### src/rtl/dp_busy_arbiter.sv
module dp_busy_arbiter #(
  parameter int ADDR_W = 11
) (
  input  logic              clk,
  input  logic              rst_n,
  input  logic              ce_l_n,
  input  logic              we_l_n,
  input  logic [ADDR_W-1:0] addr_l,
  input  logic              ce_r_n,
  input  logic              we_r_n,
  input  logic [ADDR_W-1:0] addr_r,
  output logic              busy_l_n,
  output logic              busy_r_n,
  output logic              wr_en_l,
  output logic              wr_en_r
);

  logic              sel_l, sel_r;
  logic              held_l_q, held_r_q;
  logic [ADDR_W-1:0] addr_l_q, addr_r_q;
  logic              own_l_q, own_r_q;
  logic              steady_l, steady_r;
  logic              conflict, left_wins;

  assign sel_l = ~ce_l_n;
  assign sel_r = ~ce_r_n;

  // a port is steady when it was selected at the same word on the last edge
  assign steady_l = sel_l & held_l_q & (addr_l_q == addr_l);
  assign steady_r = sel_r & held_r_q & (addr_r_q == addr_r);

  assign conflict  = rst_n & sel_l & sel_r & (addr_l == addr_r);
  assign left_wins = own_l_q | (~own_r_q & ~(steady_r & ~steady_l));

  assign busy_l_n = ~(conflict & ~left_wins);
  assign busy_r_n = ~(conflict & left_wins);

  assign wr_en_l = sel_l & ~we_l_n & busy_l_n;
  assign wr_en_r = sel_r & ~we_r_n & busy_r_n;

  always_ff @(posedge clk) begin
    if (!rst_n) begin
      held_l_q <= 1'b0;
      held_r_q <= 1'b0;
      addr_l_q <= '0;
      addr_r_q <= '0;
      own_l_q  <= 1'b0;
      own_r_q  <= 1'b0;
    end else begin
      held_l_q <= sel_l;
      held_r_q <= sel_r;
      addr_l_q <= addr_l;
      addr_r_q <= addr_r;
      own_l_q  <= conflict & left_wins;
      own_r_q  <= conflict & ~left_wins;
    end
  end

  a_r1_idle_not_busy: assert property (@(posedge clk) disable iff (!rst_n)
    (ce_l_n || ce_r_n || addr_l != addr_r) |-> (busy_l_n && busy_r_n));

  a_r4_one_side_busy: assert property (@(posedge clk) disable iff (!rst_n)
    (!ce_l_n && !ce_r_n && addr_l == addr_r) |-> ($countones({busy_l_n, busy_r_n}) == 1));

  a_r3_parked_left_wins: assert property (@(posedge clk) disable iff (!rst_n)
    ($rose(conflict) && $past(!ce_l_n) && $past(addr_l) == addr_l
       && !($past(!ce_r_n) && $past(addr_r) == addr_r)) |-> !busy_r_n);

  a_r6_left_owner_kept: assert property (@(posedge clk) disable iff (!rst_n)
    (conflict && $past(conflict) && $past(!busy_r_n)) |-> !busy_r_n);

  a_r6_right_owner_kept: assert property (@(posedge clk) disable iff (!rst_n)
    (conflict && $past(conflict) && $past(!busy_l_n)) |-> !busy_l_n);

  a_r5_busy_left_no_write: assert property (@(posedge clk) disable iff (!rst_n)
    (!busy_l_n) |-> !wr_en_l);

  a_r5_busy_right_no_write: assert property (@(posedge clk) disable iff (!rst_n)
    (!busy_r_n) |-> !wr_en_r);

endmodule

### config.mk
export PLATFORM = sky130hd
export DESIGN_NAME = dp_busy_arbiter
export DESIGN_NICKNAME = d
export VERILOG_FILES = /design/src/rtl/dp_busy_arbiter.sv
export SDC_FILE = /design/constraint.sdc
export NUM_CORES = 1
export LEC_CHECK = 0
export ABC_AREA = 0
export BUFFER_PORTS_ARGS = -buffer_cell sky130_fd_sc_hd__buf_2
export CORE_MARGIN = 2
export CORE_UTILIZATION = 54
export CTS_CLUSTER_DIAMETER = 60
export CTS_CLUSTER_SIZE = 14
export DETAILED_ROUTE_END_ITERATION = 8
export GPL_TIMING_DRIVEN = 0
export PLACE_DENSITY = 0.82
export RECOVER_POWER = 100
export SETUP_SLACK_MARGIN = 0.3
export SLEW_MARGIN = 0
export SYNTH_ARGS = -nofsm -noshare
export SYNTH_HDL_FRONTEND = slang
export SYNTH_SLANG_ARGS = --single-unit
### constraint.sdc
create_clock -name clk -period 3.3 [get_ports clk]
set_clock_uncertainty 0.2 [all_clocks]
set_input_delay 0.165 -clock clk [delete_from_list [all_inputs] [get_ports clk]]
set_output_delay 0.165 -clock clk [all_outputs]
set_load 0.005 [all_outputs]
; After elaboration in Yosys (flattened, before gate mapping)
; Cells that the tools add are included.
[totals]
ff_bits = 26
inputBits = 28
output_inout_bits = 4
word_cells = 35
[op_classes]
eq_ne = 3
n_bitwise = 26
[op_table]
columns = operator, count
row1 = equality test 11 bit, 3
row2 = bitwise AND 1 bit, 15
row3 = NOT 1 bit, 10
row4 = bitwise OR 1 bit, 1

; Depth between registers and ports, before layout
; Gate-level depths: netlist (run 1).
[logic_depth]
depth_word = 12
ltp_mapped = 5
depth_no_buf = 5

; Worst setup path before layout (run 1)
; No wires, ideal clock.
[synth_timing]
path_kind = reg2out
startpoint = register addr_r_q[1]
endpoint = output port wr_en_r
arrival_time_ns = 1.252
required_ns = 2.935
path_slack_ns = 1.683
stages_incl_launch_ff = 6
n_path_buf = 0
cell_sequence = dfxtp_1 -> xnor2_1 -> nand4_1 -> nor4_2 -> a32oi_2 -> a211oi_2
[synth_between]
elab_chain_len = 9
[synth_lines]
columns = element, line_no
row1 = "start, declared", 20  ; logic [ADDR_W-1:0] addr_l_q, addr_r_q;
row2 = "start signal, assigned", 53  ; addr_r_q <= addr_r;
row3 = equality test 11 bit, 30  ; assign steady_r = sel_r & held_r_q & (addr_r_q == addr_r);
row4 = bitwise AND 1 bit, 30
row5 = bitwise AND 1 bit, 33  ; assign left_wins = own_l_q | (~own_r_q & ~(steady_r & ~steady_l));
row6 = NOT 1 bit, 33
row7 = bitwise AND 1 bit, 33
row8 = bitwise OR 1 bit, 33
row9 = bitwise AND 1 bit, 36  ; assign busy_r_n = ~(conflict & left_wins);
row10 = NOT 1 bit, 36
row11 = bitwise AND 1 bit, 39  ; assign wr_en_r = sel_r & ~we_r_n & busy_r_n;
row12 = "end, declared", 15  ; output logic wr_en_r
; Every way passes these cells.

; Worst setup path after layout (run 1)
[layout_timing]
startpoint = input port addr_l[2]
endpoint = output port busy_l_n
[layout_between]
elab_chain_len = 10
word_cells_on_any_way = 12
classes_between = eq/ne: 2 / bitwise: 10
[layout_lines]
columns = element, line_no
row1 = "start, declared", 8  ; input logic [ADDR_W-1:0] addr_l,
row2 = equality test 11 bit, 29  ; assign steady_l = sel_l & held_l_q & (addr_l_q == addr_l);
row3 = bitwise AND 1 bit, 29
row4 = NOT 1 bit, 33
row5 = bitwise AND 1 bit, 33
row6 = NOT 1 bit, 33
row7 = bitwise AND 1 bit, 33
row8 = bitwise OR 1 bit, 33
row9 = NOT 1 bit, 35  ; assign busy_l_n = ~(conflict & ~left_wins);
row10 = bitwise AND 1 bit *, 35
row11 = NOT 1 bit *, 35
row12 = "end, declared", 12  ; output logic busy_l_n,
; Mark *: on every way between the ends. The rest lies on a longest branch, timed or not.

==> results.txt, run 1 <==
The via count came out at between 900 and 1000. The die outline width came out at 50.0 µm. Using the TritonRoute via totals, the vias-per-cell ratio works out to about 4.8.

After synthesis, the largest family of logic cells by area is XOR/XNOR gates. The clock root buffer master is clkbuf_4. After routing the design area is around 0.0016 mm². The post-synthesis sequential area ratio is 0.456. The largest individual stage delay along the critical path comes from the cell dlygate4sd3_1. The arrival time at the worst endpoint came out at about 2300 ps. Setup violations remaining at the end of the flow were counted as 0. Of the cells placed in the final design, the portion with a size suffix greater than 1 is 0.0694. STA classifies the critical path startpoint as an input pin.

The number of max-cap violations came out at 0. The tightest min-delay check is of the input pin to flop type. The cell area power density is 381 mW/mm².

The part of the cycle the worst path needs is 0.806. Summed over all layers, the global routing overflow is 0. The top cell type by total area after synthesis is dfxtp_1. The required time of the critical path is roughly 2900 ps.

Of the post-synthesis cell area, the part taken by muxes is 0. For this run, the top clock speed supported by timing is roughly 380 MHz. The placement-stage cell area came out at around 0.0013 mm².

The clock-pin slew reported for the worst setup and hold paths after clock tree synthesis came out at around 140 ps. After synthesis, the most frequently instantiated cells are 26 x dfxtp_1, 22 x and2_1, 18 x xnor2_1. The floorplan step defined a die boundary enclosing between 0.002 and 0.0025 mm².

In the post-synthesis netlist, the cell with the most instances is dfxtp_1. The total inserted antenna cells is 0. The total I/O pin count came out at 32. The number of synthesis warnings is 0. The layout has around 140 filler cells. The parity-gate share of the synthesized area counting xor and xnor cells came out at 0.260. For the worst-skew pair, the clock arrives at the later sink with an insertion delay of 320 ps. The final wirelength came out at roughly 2.7 mm. Yosys attributes the largest share of cell area to dfxtp_1 46%, xnor2_1 14%, and2_1 12%. The worst pin sits at a relative slew slack of 0.683.

Of the total synthesized cell area, the portion taken by AND, OR, NAND and NOR gates is 0.243. The placed cell count came out at around 170. For this run, the leading register cell type out of synthesis is dfxtp_1.

The number of instances in the synthesized netlist is 110. The number of buffers and inverters on the critical path is 3. The count of nets left with antenna violations once routing finished came out at 0. In the synthesized netlist the async set-or-reset flop fraction comes to 0. After the last flow step, the layout net total stands at approximately 200. After floorplanning, the core was divided into 16 placement rows.

The maximum fanout encountered on the critical timing path came out at 6. The signal on the critical path passes through dlygate4sd3_1, clkbuf_1, xor2_1, nor4_1, nand3_1, a32oi_1, or2_1, clkbuf_1. Setup repair after global routing left no endpoint under its margin. The global routing usage summed across all routing layers came out at 0.244. The number of clock sinks came out at 26. The initial core utilization came out at 0.576. The distinct cell type count after synthesis came out at 23. The area share of fa/ha/maj cells after synthesis came out at 0. STA classifies the critical path endpoint as an output pin. The via count of the first global-routing pass is 1041. The total nets after synthesis came out at roughly 140.

The total standard cell area after synthesis came out at between 0.001 and 0.0015 mm². The area growth from synthesis to final layout came out at 40.6%. The cell that appears most often on the critical path is clkbuf_1. The total power is ~0.6 mW. The number of instances resized during post-cts repair came out at 0. The synthesized-area fraction occupied by ao, oa, aoi and oai cells is 0.0318. The initial antenna violation count came out at 0.

The wire-length estimate of the detail-placed layout is about 1.6 mm. The pin slew with the least headroom to its limit came out at 476 ps. Summing all multi-input logic gate instances after layout gives between 600 and 700 µm².

The clock period could shrink to approximately 2700 ps. The cell family contributing the most delay on the critical path is buffers and inverters. The DRC violation count after routing is 0. The first TritonRoute pass finished after 4 iterations. The final-report hold violation count is 0. The number of cells in the finished layout apart from fillers came out at 200. In this run the deepest clock path goes through 2 buffers.

The type of the worst setup path is input pin to output pin. For this design the static power due to leakage is around 0.61 nW. The max-slew violation count came to 0.

The height of the die is 50.0 µm. The synthesized area divided by synthesized cell count came out at roughly 10 µm². On the worst path, the slowest cell contributes a delay of between 500 and 600 ps. The share of the synthesized area in the top cell type came out at 0.456. In the final routed layout, each cell accounts on average for about 14 µm.

The area inside the core boundary came out at roughly 0.002 mm². The flow ran to the end, and the final reports show no timing, DRC or antenna violations. The largest net degree at the start of global routing is 15.

The maximum level of the CTS H-tree is 1. The final sum of negative setup slack came out at 0 ps. The placer congestion estimate came out at 0.802. Across the VDD grid, the largest voltage drop is ~350 µV. During placement, the flow inserted port buffers numbering 31. The detailed router finished its first iteration with 14 violations.

The global-route wire length before repair is between 4 and 5 mm. The count of flip-flops with a built-in enable after synthesis came out at 0. Across the whole layout, storage elements account for around 520 µm². The TritonCTS buffer count is 3.

TritonCTS built the clock tree. The total of flip-flops plus latches after synthesis came out at 26.
flip-flops by register name, summed over array words and instances, names as in the netlist:
| signal | cells |
|---|---|
| held_r_q | 1 |
| addr_r_q | 11 |
| addr_l_q | 11 |
| own_l_q | 1 |
| own_r_q | 1 |
| held_l_q | 1 |
what timing repair did:
item | 4_1_cts | 5_1_grt
hold endpoints to repair | 24 | 0
hold buffers | 28 | 0
buffers inserted | 0 | 0
cell type report:
| cell class | instances | area share |
|---|---|---|
| Buffer | 2 | 0.00467 |
| Clock buffer | 4 | 0.0226 |
| Inverter | 1 | 0.00234 |
| Multi-Input combinational cell | 81 | 0.375 |
| Sequential cell | 26 | 0.324 |
| Tap cell | 27 | 0.0210 |
| Timing Repair Buffer | 59 | 0.250 |
worst min-delay path, cell delays in order:
cell	delay, ps
buf_2	130
clkbuf_1	210
and2_1	190
cells by family (layout without fill, tap and decap cells):
family | Yosys count | in the layout
simple gates | 45 | 45
xor+xnor | 33 | 33
flops | 26 | 26
compound gates | 3 | 3
buf+inv | 3 | 66
through the flow:
stage	worst slack, ps	hold WS (ps)	utilization
3_5_place_dp	1390	202	0.672
5_1_grt	472	208	0.811
6_report	639	197	0.811
3_3_place_gp	1410	185	0.672
2_1_floorplan	1680	36.6	-
4_1_cts	831	181	0.831
power by group:
part | switching, mW | leakage (nW) | internal, mW
sequential | 0.00681 | 0.216 | 0.330
combinational | 0.0498 | 0.369 | 0.0622
clock | 0.0953 | 0.0210 | 0.0675
total | 0.152 | 0.606 | 0.459
final timing paths:
path         cells past startpoint     endpoint  slack (ps)        start
max                              8     busy_l_n         640    addr_l[2]
min                              3  addr_l_q[4]         200        rst_n
min reg2reg                      2      own_r_q         400      own_r_q
max reg2reg                      5      own_l_q        1410  addr_l_q[2]
per-layer routing:
metal,routed length [µm],share of wire,track usage
met5,0,0,0
met4,38,0.014,0.0833
met3,78,0.029,0.0273
met2,1470,0.54,0.465
met1,1130,0.42,0.273
cell usage in the layout, fill, tap and decap left out, drive strengths merged, types with 2 or more instances in the layout:
cell type	Yosys	routed
and2	23	23
buf	0	4
clkbuf	2	33
dfxtp	26	26
dlygate4sd3	0	28
nand4	5	5
nor2	4	4
nor2b	2	2
nor4	4	4
xnor2	18	18
xor2	15	15
No activity file was read; power rests on OpenSTA's default activity.
==> inputs of run 2 (changes only) <==
CORE_UTILIZATION = 45   (was 54)
PLACE_DENSITY = 0.73   (was 0.82)
clock period = 2.39 ns   (was 3.3 ns; I/O delays follow)
==> results.txt, run 2 (synthesis gave the netlist of run 1 again) <==
The leakage power total was 0.616 nW (was 0.606 nW). The placed cell count is 171 (was 168). The cell area power density is 493 mW/mm² (was 381 mW/mm²). The power share of the combinational group is 0.194 (was 0.183). The sum of net half-perimeters after detailed placement is 1.84 mm (was 1.63 mm). The clock latency on the worst-skew pair is 320 ps (about the same). The highest achievable clock rate came out at between 400 and 500 MHz.

Registers with the most flip-flops: addr_l_q x11, addr_r_q x11 (unchanged). The total number of placement rows came out at 18 (was 16). The total I/O pin count is 32 (unchanged). The internal power consumption is 0.601 mW (was 0.459 mW). The total inserted antenna cells is 0 (unchanged). The required time of the critical path came to 2070 ps (was 2930 ps). The placement-stage cell area came out at 0.00134 mm² (was 0.00133 mm²). The placer congestion estimate is 0.742 (was 0.802). The max-slew violation count came out at 0 (unchanged).

The initial antenna violation count came out at 0 (unchanged). The part of the cycle the worst path needs is 0.927. The pin slew with the least headroom to its limit is 387 ps (was 476 ps).

The worst-case headroom to the max-slew limit is 0.742 (was 0.683). The clock root buffer master is clkbuf_4 (unchanged). The net total in the final layout is 202 (unchanged). The final design utilization is 0.672 (was 0.811). The peak supply drop was 304 µV (was 348 µV).

The wire length per cell was 13.9 µm (was 13.6 µm). The type of the tightest min-delay check is input pin to flop (unchanged). The largest net degree at the start of global routing came out at 14 (was 15).

The worst hold slack across all endpoints came out at 64.3 ps (was 197 ps). The CTS tree is done (unchanged). The final-report hold violation count came out at 0 (unchanged). The arrival time at the worst endpoint came to 1900 ps (was 2300 ps). The final wirelength came out at 2.80 mm (was 2.71 mm). Result of the run: finished, final reports clean (unchanged). The die footprint is 0.00296 mm² (was 0.00250 mm²). The worst-case clock buffer depth came to 2 (unchanged).

The switching share of power is 0.254 (was 0.249). The cell area after layout is 0.00164 mm² (was 0.00161 mm²). Most frequent cells in the layout: 27 x dlygate4sd3_1, 26 x dfxtp_1, 24 x clkbuf_1 (was 29 x clkbuf_1, 28 x dlygate4sd3_1, 26 x dfxtp_1). The initial core utilization is 0.470 (was 0.576). The total power is 0.805 mW (was 0.611 mW). The global-route wire length before repair came to 4.35 mm (was 4.60 mm). The maximum fanout encountered on the critical timing path came to 6 (unchanged). The count of input and output buffers came to 31 (unchanged). The DRC violation count after routing came out at 0 (unchanged). Unrepaired setup endpoints after global routing: true (was false). The first-pass iteration count of the detailed router came out at 3 (was 4).

The minimum clock period is 2220 ps. The die outline width is 54.4 µm (was 50.0 µm). The clock-pin slew reported for the worst setup and hold paths after clock tree synthesis came out at 130 ps (was 140 ps). The final sum of negative setup slack is 0 ps (unchanged). The via count is 992 (was 967).

The number of max-cap violations is 0 (unchanged). The switching power came out at 0.205 mW (was 0.152 mW). The area inside the core boundary was 0.00243 mm² (was 0.00198 mm²).

The global routing usage summed across all routing layers was 0.209 (was 0.244). The area growth from synthesis to final layout came to 43.2% (was 40.6%). The maximum level of the CTS H-tree came out at 1 (unchanged). The clock share of power is 0.229 (was 0.266). The final critical-path setup slack is 175 ps (was 639 ps). The via count of the first global-routing pass came out at 1037 (was 1041). The most frequent standard cell in the layout excluding fill and tap cells is dlygate4sd3_1 (was clkbuf_1). The aggregate global routing overflow came to 0 (unchanged). The element type at the critical path end was an output pin (unchanged). The fraction of power consumed by sequential logic came out at 0.577 (was 0.550). The TritonCTS buffer count is 3 (unchanged). The number of nets with antenna violations after detailed routing came out at 0 (unchanged). The iteration-0 DRC count of the detailed router came out at 9 (was 14).

The category of the worst setup path launch point is a flop (was input pin). The share of layout cells above drive strength 1 was 0.110 (was 0.0694). The number of cells in the finished layout apart from fillers came out at 202 (was 200). The mean number of vias per cell is 4.91 (was 4.84). The height of the die came out at 54.4 µm (was 50.0 µm). The type of the worst setup path is flop to output pin (was input pin to output pin). The worst setup slack after placement is 542 ps (was 1390 ps).

The number of endpoints failing setup at the final stage came out at 0 (unchanged). The number of clock sinks is 26 (unchanged).
run 2: changes by cell type in the layout (fill, tap and decap cells not counted), moves of 2 or more:
cell	change
nor4_1	-2
and2_0	+5
clkbuf_1	-5
buf_2	+5
and2_1	-5
run 2: path summary, 6_finish.rpt:
kind | from | end | slack, ps | depth (start not counted)
setup / recovery | addr_r_q[9] | wr_en_r | 170 | 6
hold / removal | addr_l[3] | own_r_q | 60 | 4
setup reg to reg | addr_l_q[0] | own_r_q | 570 | 6
hold reg to reg | own_r_q | own_l_q | 440 | 2
run 2: layout make-up:
cell class,count,area [µm²]
inverters,1,3.75
clock buffers,3,22.5
multi-input cells,81,638
flip-flops and latches,26,520
repair buffers,59,405
well taps,30,37.5
plain buffers,2,7.51
fillers,209,797
run 2: power by group through the flow:
stage / Clock [mW] / Sequential, mW / Combinational [mW]
final: 0.184 / 0.465 / 0.157
after global routing: 0.205 / 0.467 / 0.172
after global placement: 0 / 0.473 / 0.118
after floorplan: 0 / 0.472 / 0.0672
after CTS: 0.188 / 0.465 / 0.159
after detailed placement: 0 / 0.474 / 0.121
run 2: critical path: stages, from the launching register on:
cell and delay (ps):
dfxtp_1 330, xnor2_1 130, nand3b_1 160, nor4_4 360, a32oi_4 180, a211oi_1 260
buf_2 150
run 2: repair_timing:
item,in CTS,in global routing
setup endpoints to repair,4,4
hold buffers,27,0
buffers inserted,1,0
gates resized for setup,3,1
endpoints found under the hold margin,25,0
pin swaps,5,1
cloned,0,0
run 2: routing by layer:
| layer | global-route usage | wire length (µm) |
|---|---|---|
| met1 | 0.237 | 1190 |
| met2 | 0.378 | 1420 |
| met3 | 0.0273 | 103 |
| met4 | 0.108 | 96 |
| met5 | 0 | 0 |
==> inputs of run 3 (changes only) <==
GPL_TIMING_DRIVEN = default   (was 0)
PLACE_DENSITY = default   (was 0.73)
PLACE_DENSITY_LB_ADDON = 0.15   (was default)
==> results.txt, run 3 (synthesis gave the netlist of run 1 again) <==
The area growth from synthesis to final layout came to 41.3% (was 43.2%). The leakage power total is 0.611 nW (was 0.616 nW). The die outline width came to 54.4 µm (unchanged). The sum of net half-perimeters after detailed placement came out at 1.73 mm (was 1.84 mm). The start of the worst register-to-register path was addr_r_q[9] (was addr_l_q[0]). The first-pass iteration count of the detailed router came out at 6 (was 3). Most frequent cells in the layout: 25 x dfxtp_1, 24 x dlygate4sd3_1, 19 x clkbuf_1 (was 27 x dlygate4sd3_1, 26 x dfxtp_1, 24 x clkbuf_1). The net total in the final layout is 197 (was 202). The type of the tightest min-delay check is input pin to flop (unchanged). The global-route wire length before repair is 4.02 mm (was 4.35 mm).

The maximum fanout encountered on the critical timing path was 6 (unchanged). The number of clock sinks was 26 (unchanged). The placed cell count came to 170 (was 171). The global routing usage summed across all routing layers is 0.192 (was 0.209). The hold path startpoint is rst_n (was addr_l[3]).

The pin slew with the least headroom to its limit came out at 381 ps (was 387 ps). The final sum of negative setup slack is 0 ps (unchanged). The largest net degree at the start of global routing came to 24 (was 14). The endpoint of the worst hold-timing path was addr_l_q[9] (was own_r_q). The number of max-cap violations came out at 0 (unchanged). The worst hold path depth came out at 3 (was 4).

The endpoint of the lowest-slack register-to-register path is own_l_q (was own_r_q). The post-CTS setup-driven buffer insertion count is 0 (was 1). The height of the die came out at 54.4 µm (unchanged). The initial core utilization was 0.470 (unchanged). The maximum level of the CTS H-tree came out at 1 (unchanged).

The clock latency on the worst-skew pair is 320 ps (about the same). The worst-case clock buffer depth came to 2 (unchanged). The max-slew violation count is 0 (unchanged). The clock-pin slew reported for the worst setup and hold paths after clock tree synthesis came to 140 ps (was 130 ps). The total number of placement rows is 18 (unchanged). The element type at the critical path end was an output pin (unchanged). The minimum clock period is 2210 ps (was 2220 ps).

Result of the run: finished, final reports clean (unchanged). The peak supply drop was 409 µV (was 304 µV). The total I/O pin count was 32 (unchanged). The via count came out at 912 (was 992).

The DRC violation count after routing came out at 0 (unchanged). The placer congestion estimate came out at 0.747 (was 0.742). The logic depth of the worst register-to-register path came to 5 (was 6). The mean number of vias per cell is 4.61 (was 4.91). The arrival time at the worst endpoint came out at 1890 ps (was 1900 ps). The number of nets with antenna violations after detailed routing is 0 (unchanged). The iteration-0 DRC count of the detailed router is 5 (was 9). The share of layout cells above drive strength 1 is 0.149 (was 0.110).

The required time of the critical path came to 2070 ps (about the same). The most frequent standard cell in the layout excluding fill and tap cells is dfxtp_1 (was dlygate4sd3_1). The type of the worst setup path is flop to output pin (unchanged). Unrepaired setup endpoints after global routing: true (unchanged). The initial antenna violation count came out at 0 (unchanged). The final-report hold violation count came out at 0 (unchanged). The number of cells in the finished layout apart from fillers came to 198 (was 202). The register-to-register setup slack is 700 ps (was 570 ps). The final wirelength is 2.49 mm (was 2.80 mm). The TritonCTS buffer count came out at 3 (unchanged). The number of endpoints failing setup at the final stage is 0 (unchanged). The die footprint is 0.00296 mm² (unchanged). Registers with the most flip-flops: addr_l_q x11, addr_r_q x11 (unchanged). The worst-case headroom to the max-slew limit came out at 0.744 (was 0.742). The cell area power density came to 519 mW/mm² (was 493 mW/mm²). The aggregate global routing overflow was 0 (unchanged). The clock root buffer master is clkbuf_4 (unchanged). The count of input and output buffers came to 31 (unchanged). The part of the cycle the worst path needs came out at 0.924 (was 0.927).

The via count of the first global-routing pass came to 938 (was 1037). The CTS tree is done (unchanged). The wire length per cell came out at 12.6 µm (was 13.9 µm).

The area inside the core boundary came out at 0.00243 mm² (unchanged). The category of the worst setup path launch point is a flop (unchanged). The total inserted antenna cells came to 0 (unchanged). The highest achievable clock rate came out at 453 MHz (was 451 MHz).
==> run 3: worst max-delay path, stage by stage (launching register included) <==
cell and delay, ps:
dfxtp_2 350, xnor2_2 120, nand3b_1 110, nor4_2 420, a32oi_4 200, or2_1 240, buf_2 120
==> run 3: report_power, final <==
part	leakage, nW	internal [mW]	switching [mW]
clock network	0.0210	0.0932	0.130
logic	0.374	0.0846	0.0650
registers	0.216	0.455	0.00911
==> run 3: how the worst max path moves through the flow <==
stage / from / endpoint / slack [ps]
after floorplan: addr_r_q[1] / wr_en_r / 820
after global placement: addr_r_q[4] / wr_en_r / 550
after detailed placement: addr_r_q[4] / wr_en_r / 520
after CTS: addr_r_q[9] / busy_l_n / 200
after global routing: addr_r_q[9] / wr_en_r / 60
final: addr_r_q[9] / busy_l_n / 180
==> run 3: area by class of cell <==
cell class                      count  area (µm²)
Clock buffer                        4        36.3
Fill cell                         225         818
Inverter                            1        3.75
Multi-Input combinational cell     81         636
Sequential cell                    26         522
Tap cell                           30        37.5
Timing Repair Buffer               56         379
==> run 3: layer usage <==
metal | vias up | routed length (µm) | track usage
met5 | - | 0 | 0
met4 | 0 | 13 | 0.0750
met3 | 2 | 107 | 0.0273
met2 | 20 | 1300 | 0.349
met1 | 418 | 1070 | 0.225
li1 | 472 | - | -
==> run 3: per-stage QoR <==
| step | power [mW] | utilization | hold WS [ps] | instance area [µm²] | worst slack (ps) |
|---|---|---|---|---|---|
| 4_1_cts | 0.851 | 0.670 | 7.32 | 1630 | 204 |
| 6_report | 0.837 | 0.664 | 55.5 | 1610 | 181 |
| 3_3_place_gp | 0.592 | 0.549 | 128 | 1340 | 554 |
| 5_1_grt | 0.879 | 0.664 | 59.6 | 1610 | 58.8 |
| 2_1_floorplan | 0.539 | - | -8.89 | 1140 | 818 |
| 3_5_place_dp | 0.596 | 0.549 | 130 | 1340 | 517 |
==> run 3: what timing repair did <==
item,CTS,global route
gates resized for setup,4,2
endpoints found under the setup margin,4,4
hold buffers,24,0
endpoints found under the hold margin,25,0
pin swaps,6,1
